===== config.mk =====
export PLATFORM = sky130hd
export DESIGN_NAME = host_rx_stage
export DESIGN_NICKNAME = d
export VERILOG_FILES = /design/src/rtl/host_rx_pkg.sv /design/src/rtl/host_rx_hold.sv /design/src/rtl/host_rx_fmt.sv /design/src/rtl/host_rx_stage.sv
export SDC_FILE = /design/constraint.sdc
export NUM_CORES = 1
export LEC_CHECK = 0
export ABC_AREA = 1
export BUFFER_PORTS_ARGS = -buffer_cell sky130_fd_sc_hd__buf_2
export CAP_MARGIN = 20
export CORE_UTILIZATION = 45
export CTS_BUF_LIST = sky130_fd_sc_hd__clkbuf_8
export CTS_CLUSTER_DIAMETER = 50
export DETAILED_ROUTE_END_ITERATION = 10
export PLACE_DENSITY = 0.87
export SYNTH_ARGS = -nofsm -noshare
export SYNTH_HDL_FRONTEND = slang
export SYNTH_SLANG_ARGS = --single-unit

===== constraint.sdc =====
create_clock -name clk -period 3.69 [get_ports clk]
set_input_delay 0.738 -clock clk [delete_from_list [all_inputs] [get_ports clk]]
set_output_delay 0.738 -clock clk [all_outputs]
set_load 0.1 [all_outputs]

===== src/rtl/host_rx_pkg.sv =====
// Package: shared widths and format codes for the host receive output stage.
// Assumes a byte-lane bus whose width is a multiple of 16 bits.
package host_rx_pkg;

    localparam int unsigned WORD_W  = 32;
    localparam int unsigned LANE_W  = 8;
    localparam int unsigned LANES   = WORD_W / LANE_W;
    localparam int unsigned FMT_W   = 2;

    // Byte selection and alignment formats seen on the host bus.
    typedef enum logic [FMT_W-1:0] {
        FMT_WORD   = 2'd0,   // whole word
        FMT_LOW3   = 2'd1,   // low three bytes, top lane zero
        FMT_HALF2  = 2'd2,   // low half in both halves
        FMT_BYTE4  = 2'd3    // low byte in every lane
    } host_fmt_e;

endpackage


===== src/rtl/host_rx_hold.sv =====
// Module: holding register and valid flag of the output stage.
// Decides when to pop the FIFO (empty or draining, FIFO ready, no flush)
// and captures the FIFO head on that edge. Assumes fifo_data_i is valid
// in the same cycle the pop strobe is high (show-ahead FIFO).
module host_rx_hold #(
    parameter int unsigned DATA_W = 32
) (
    input  logic              clk,
    input  logic              rst_n,
    input  logic              fifo_empty_i,
    input  logic [DATA_W-1:0] fifo_data_i,
    input  logic              flush_i,
    input  logic              host_rd_i,
    output logic              pop_o,
    output logic              full_o,
    output logic [DATA_W-1:0] word_o
);

    logic              full_q;
    logic [DATA_W-1:0] word_q;
    logic              room;

    // Purpose: decide whether a FIFO word may enter this cycle.
    always_comb begin
        room  = !full_q || host_rd_i;
        pop_o = rst_n && room && !fifo_empty_i && !flush_i;
    end

    // Purpose: update the valid flag; flush beats fill, fill beats drain.
    always_ff @(posedge clk) begin
        if (!rst_n) begin
            full_q <= 1'b0;
        end else if (flush_i) begin
            full_q <= 1'b0;
        end else if (pop_o) begin
            full_q <= 1'b1;
        end else if (host_rd_i) begin
            full_q <= 1'b0;
        end
    end

    // Purpose: capture the FIFO head word on a pop; clear it on reset.
    always_ff @(posedge clk) begin
        if (!rst_n) begin
            word_q <= '0;
        end else if (pop_o) begin
            word_q <= fifo_data_i;
        end
    end

    assign full_o = full_q;
    assign word_o = word_q;

endmodule


===== src/rtl/host_rx_fmt.sv =====
// Module: byte-lane format selector. Builds each output lane from the held
// word according to the format code, and forces zero when no word is held.
// Assumes an even lane count. Byte enables are deliberately not an input.
module host_rx_fmt
    import host_rx_pkg::*;
#(
    parameter int unsigned DATA_W = 32
) (
    input  logic [DATA_W-1:0] word_i,
    input  logic              valid_i,
    input  logic [FMT_W-1:0]  fmt_i,
    output logic [DATA_W-1:0] bus_o
);

    localparam int unsigned NL   = DATA_W / LANE_W;
    localparam int unsigned HALF = NL / 2;

    // One selector per byte lane; the lane index fixes its sources.
    for (genvar g = 0; g < NL; g++) begin : g_lane
        logic [LANE_W-1:0] own_b;
        logic [LANE_W-1:0] half_b;
        logic [LANE_W-1:0] low_b;
        logic [LANE_W-1:0] lane_d;

        assign own_b  = word_i[g*LANE_W +: LANE_W];
        assign half_b = word_i[(g % HALF)*LANE_W +: LANE_W];
        assign low_b  = word_i[LANE_W-1:0];

        // Purpose: pick this lane's byte for the active format.
        always_comb begin
            unique case (host_fmt_e'(fmt_i))
                FMT_WORD:  lane_d = own_b;
                FMT_LOW3:  lane_d = (g == NL-1) ? '0 : own_b;
                FMT_HALF2: lane_d = half_b;
                FMT_BYTE4: lane_d = low_b;
                default:   lane_d = '0;
            endcase
        end

        assign bus_o[g*LANE_W +: LANE_W] = valid_i ? lane_d : '0;
    end

endmodule


===== src/rtl/host_rx_stage.sv =====
// Module: top of the host receive output stage. Joins the holding register
// to the format selector. Host byte enables are accepted and left unused,
// because every format drives all lanes.
module host_rx_stage
    import host_rx_pkg::*;
#(
    parameter int unsigned DATA_W = WORD_W,
    parameter int unsigned BE_W   = DATA_W / LANE_W
) (
    input  logic              clk,
    input  logic              rst_n,
    input  logic              fifo_empty_i,
    input  logic [DATA_W-1:0] fifo_data_i,
    output logic              fifo_pop_o,
    input  logic              flush_i,
    input  logic [FMT_W-1:0]  fmt_sel_i,
    input  logic [BE_W-1:0]   host_be_i,
    input  logic              host_rd_i,
    output logic [DATA_W-1:0] host_data_o,
    output logic              rx_req_o
);

    logic              full;
    logic [DATA_W-1:0] word;
    logic              be_unused;

    // Byte enables do not steer any lane.
    assign be_unused = ^host_be_i;

    host_rx_hold #(.DATA_W(DATA_W)) u_hold (
        .clk          (clk),
        .rst_n        (rst_n),
        .fifo_empty_i (fifo_empty_i),
        .fifo_data_i  (fifo_data_i),
        .flush_i      (flush_i),
        .host_rd_i    (host_rd_i),
        .pop_o        (fifo_pop_o),
        .full_o       (full),
        .word_o       (word)
    );

    host_rx_fmt #(.DATA_W(DATA_W)) u_fmt (
        .word_i  (word),
        .valid_i (full),
        .fmt_i   (fmt_sel_i),
        .bus_o   (host_data_o)
    );

    assign rx_req_o = full;

endmodule


### Yosys cells after proc, flatten, opt, wreduce, memory -nomap -nowiden

Index checks and enable logic that the tools add are counted.

| word-level totals | value |
|---|---|
| word-level logic and storage cells | 30 |
| output and inout port bits | 34 |
| bits of input ports | 43 |
| flip-flop bits (word level) | 33 |

| cells by class | value |
|---|---|
| bitwise gates (word level) | 1 |
| reduce and logical (&&, ||, !) cells | 14 |
| equality and inequality tests | 3 |
| multiplexer cells | 10 |

Operator list:

| cell | count |
|---|---|
| $mux 8 | 5 |
| $pmux 8 s2 | 2 |
| $pmux 8 s4 | 1 |
| $reduce_or 2->1 | 3 |
| $eq 2x2->1 const B | 2 |
| $reduce_or 4->1 | 1 |
| $logic_and 1x1->1 | 3 |
| $logic_not 1->1 | 3 |
| $reduce_or 3->1 | 1 |
| $eq 2x1->1 const B | 1 |
| $logic_not 2->1 | 1 |
| $mux 1 | 2 |
| $reduce_bool 2->1 | 1 |
| $logic_or 1x1->1 | 1 |
| $not 1->1 | 1 |

### Logic depth before layout (Yosys ltp)

| depth | value |
|---|---|
| word-level depth | 6 |
| gate-level depth with buffers | 8 |
| mapped depth without buffers | 6 |

### Cells and area by module

From an unflattened synthesis, not the netlist that was laid out.

| unflattened totals | value |
|---|---|
| cells, all modules | 334 |
| area total of the unflattened synthesis | 2065.7 um2 |

By module, submodules not included:

| module | cells an instance | area an instance (um2) | instances | seq. area each (um2) |
|---|---|---|---|---|
| host_rx_hold | 218 | 1532.7 | 1 | 660.6 |
| host_rx_fmt | 116 | 533.0 | 1 | 0.0 |

### Least setup slack after synthesis

Ideal clock, no wire load.

| path | value |
|---|---|
| path type | register to output |
| start | reg u_hold.full_q, in the netlist u_hold.full_o |
| end | out host_data_o[10] |
| arrival time | 3.041 ns |
| slack | -0.089 ns |
| required time | 2.952 ns |
| buffers on the path | 2 |
| stages on the path, launching flop included | 5 |
| path through | dfxtp_1 -> buf_2 -> inv_1 -> clkbuf_1 -> a21oi_1 |

| on the way | value |
|---|---|
| cells in the longest elaborated chain, start to end | 1 |

Ends and longest elaborated chain:

| item | line | text |
|---|---|---|
| start, declared | host_rx_hold.sv:19 | `logic full_q;` |
| start signal, assigned | host_rx_hold.sv:32 | `full_q <= 1'b0;` |
| start signal, assigned | host_rx_hold.sv:34 | `full_q <= 1'b0;` |
| start signal, assigned | host_rx_hold.sv:36 | `full_q <= 1'b1;` |
| $mux 8 | host_rx_fmt.sv:40 | `assign bus_o[g*LANE_W +: LANE_W] = valid_i ? lane_d : '0;` |
| end, declared | host_rx_stage.sv:19 | `output logic [DATA_W-1:0] host_data_o,` |

Every way passes these cells.

### Final worst setup path

| path | value |
|---|---|
| start | in fmt_sel_i[1] |
| end | out host_data_o[27] |

| on the way | value |
|---|---|
| cells in the longest elaborated chain, start to end | 3 |
| elaborated cells on any way between the ends | 6 |
| those cells by class | 3 x eq/ne; 2 x mux; 1 x reduce/logical |

Ends and longest elaborated chain:

| item | line | text |
|---|---|---|
| start, declared | host_rx_stage.sv:16 | `input logic [FMT_W-1:0] fmt_sel_i,` |
| $eq 2x2->1 (tied with other cells) | host_rx_fmt.sv:31 | `unique case (host_fmt_e'(fmt_i))` |
| $pmux 8 s4 (*) | host_rx_fmt.sv:31 |  |
| $mux 8 (*) | host_rx_fmt.sv:40 |  |

Mark *: on every way between the ends. The rest lies on a longest branch, timed or not.

==> results.json <==
{
  "rsz0062_at_grt": "false",
  "synth.most_common_cell": "nand2_1",
  "core_area_um2": 4090,
  "final_max_slew_viol_count": 0,
  "cts_max_level": 2,
  "crit_end": "host_data_o[27]",
  "diodes": 0,
  "cts_hold_buf": 0,
  "yosys-top-cells-area": "dfxtp_1 34%, nand2_1 18%, nor2_1 13%, nand4_1 10%, inv_1 9.8%",
  "finalClockSkew_ps": 5.06,
  "synth_top_area_cell": "dfxtp_1",
  "avgSynthCellArea_um2": 5.91,
  "insertion_delay_ps": 280,
  "irDropWorstVdd_uv": 189,
  "slowest_delay_ps": 430,
  "synthFlopType": "dfxtp_1",
  "reg2reg_depth": 6,
  "synthCells": 332,
  "dr.pass1.iters": 4,
  "hold_class": "reg -> reg",
  "setup_viol": 0,
  "nets": 439,
  "synth_cell_types": 16,
  "grt_first_pass_wirelength_mm": 8.07,
  "wl_per_cell_um": 11.4,
  "syn_to_final_growth_pct": 23.0,
  "cpLargestDelayFamily": "buffers and inverters",
  "criticalPathCategory": "in -> out",
  "grt_use_met2": 0.402,
  "synth_fp_nets": 375,
  "drc": 0,
  "finalSetupTns_ps": 0,
  "period_share": 0.807,
  "ant_nets": 0,
  "synth-seq-cells": 33,
  "slew-limit-headroom": 0.625,
  "area.sequential_um2": 661,
  "worst-path-max-fanout": 11,
  "syn-cell-area_um2": 1960,
  "busiest_layer": "met2",
  "r2r-end": "u_hold.word_o[10]$_SDFFE_PN0P_",
  "cp.depth": 8,
  "cts_buffer_depth": 2,
  "critPathLaunchType": "input pin",
  "grt_max_degree": 34,
  "worst_ep_arrival_time_ps": 2240,
  "slowest_stage": "nor2_1",
  "yosys.area.top_type_share": 0.337,
  "grt_use_total": 0.233,
  "power_density_nw_per_um2": 338,
  "ys_seq_area_frac": 0.337,
  "via_per_inst": 4.96,
  "grt_pass1_vias": 1878,
  "async_flop_share": 0,
  "io_buffers": 72,
  "fin_crit_ps": 2980,
  "worstMarginPinSlew_ps": 560,
  "post_cts_buffers": 0,
  "root_buffer": "clkbuf_8",
  "vias": 2212,
  "fillCellCount": 423,
  "drive_gt1_frac": 0.232,
  "hold_violations": 0,
  "crit_buf_inv": 4,
  "die_y_um": 68.0,
  "end_kind": "output pin",
  "initial_utilization": 0.480,
  "yosys_warnings": 0,
  "worstPathCellList": "buf_2, inv_2, nor2_1, nand2_1, nand3_1, nand2_1, inv_1, buf_2",
  "cts_tree": "yes",
  "dieWidth_um": 68.0,
  "power.leakage_nw": 1.40,
  "pin_count": 77,
  "dpl.cell_count": 439,
  "drt-initial-drc-count": 194,
  "maxCapViolCount": 0,
  "status": "finished clean",
  "grt_util_met1": 0.290,
  "cts_made_buffers": 5,
  "cts_resized": 0,
  "grt-ovfl-total": 0,
  "wl_mm": 5.09,
  "clkSinkCount": 33,
  "fp-row-count": 23,
  "final_cells": 446,
  "crit_required_ps": 2950,
  "dieArea_um2": 4630,
  "synth_edf_count": 0,
  "gp_congestion": 0.870,
  "grtUsageMet3": 0.0250,
  "grt_antenna_before_repair": 0,
  "max_freq_ghz": 0.336,
  "dpl.hpwl_mm": 3.75,
  "path_clk_slew_ps": 60,
  "multi_input_area_um2": 983,
  "r2r_start": "u_hold.full_o$_SDFFE_PP0P_",
  "rrSetupSlack_ps": 2310,
  "synth_common_cells": "96 x nand2_1, 66 x nor2_1, 51 x inv_1",
  "setup.worst_path.start": "fmt_sel_i[1]"
}
==> where the power goes <==
part	switching, mW	total, mW	internal (mW)
clock network	0.120	0.265	0.145
logic	0.111	0.161	0.0501
registers	0.0140	0.389	0.375
==> metrics by stage <==
step	hold slack, ps	util	worst slack (ps)	power (mW)	cell area [µm²]
2_1_floorplan	454	-	-89.4	0.513	1960
3_3_place_gp	462	0.569	751	0.552	2330
3_5_place_dp	472	0.569	742	0.557	2330
4_1_cts	487	0.590	740	0.823	2410
5_1_grt	513	0.590	532	0.850	2410
6_report	485	0.590	714	0.815	2410
==> layout by cell type, fill, tap and decap left out, types with 3 or more instances in the layout <==
master / netlist / layout
nand2_1: 96 / 96
buf_2: 8 / 71
nor2_1: 66 / 66
inv_1: 51 / 52
dfxtp_1: 33 / 33
nand4_1: 32 / 32
a21oi_1: 17 / 17
nand3_1: 8 / 8
clkbuf_8: 0 / 6
buf_4: 1 / 5
inv_2: 4 / 4
nand2_2: 3 / 3
==> worst min path at each step <==
| stage | cells after the start | startpoint | end |
|---|---|---|---|
| 6_report | 2 | u_hold.word_o[16]$_SDFFE_PN0P_ | u_hold.word_o[16]$_SDFFE_PN0P_ |
| 5_1_grt | 2 | u_hold.word_o[16]$_SDFFE_PN0P_ | u_hold.word_o[16]$_SDFFE_PN0P_ |
| 4_1_cts | 2 | u_hold.word_o[16]$_SDFFE_PN0P_ | u_hold.word_o[16]$_SDFFE_PN0P_ |
| 3_5_place_dp | 2 | u_hold.word_o[16]$_SDFFE_PN0P_ | u_hold.word_o[16]$_SDFFE_PN0P_ |
| 3_3_place_gp | 2 | u_hold.word_o[16]$_SDFFE_PN0P_ | u_hold.word_o[16]$_SDFFE_PN0P_ |
| 2_1_floorplan | 2 | u_hold.word_o[16]$_SDFFE_PN0P_ | u_hold.word_o[16]$_SDFFE_PN0P_ |
==> cell type report <==
class,instances,share of cell area
Sequential cell,33,0.274
Multi-Input combinational cell,224,0.408
Timing Repair Buffer,77,0.171
Clock inverter,1,0.00156
Clock buffer,6,0.0342
Tap cell,50,0.0259
Inverter,55,0.0856
==> logic make-up (layout without fill, tap and decap cells) <==
| logic type | count (synthesis) | after routing | share of synthesized area |
|---|---|---|---|
| DFF | 33 | 33 | 0.337 |
| AOI/OAI and AO/OA | 17 | 17 | 0.0434 |
| buffers and inverters | 75 | 139 | 0.162 |
| and+or+nand+nor | 207 | 207 | 0.458 |
==> worst register-to-register path, stage by stage (launching register included) <==
cell     delay [ps]
dfxtp_1         330
buf_4           210
nand2_2         100
nand2_2          80
nor2_8          380
nor2_1          100
nor2_1          110
==> flip-flops by register name, indices dropped and copies added, names as in the netlist <==
register       count
u_hold.full_o      1
u_hold.word_o     32
==> per-layer routing <==
layer	routed length [µm]	up-vias
met1	2230	995
met5	0	-
met3	236	4
li1	-	1146
met2	2550	67
met4	68	0
No activity file was read; power rests on OpenSTA's default activity.
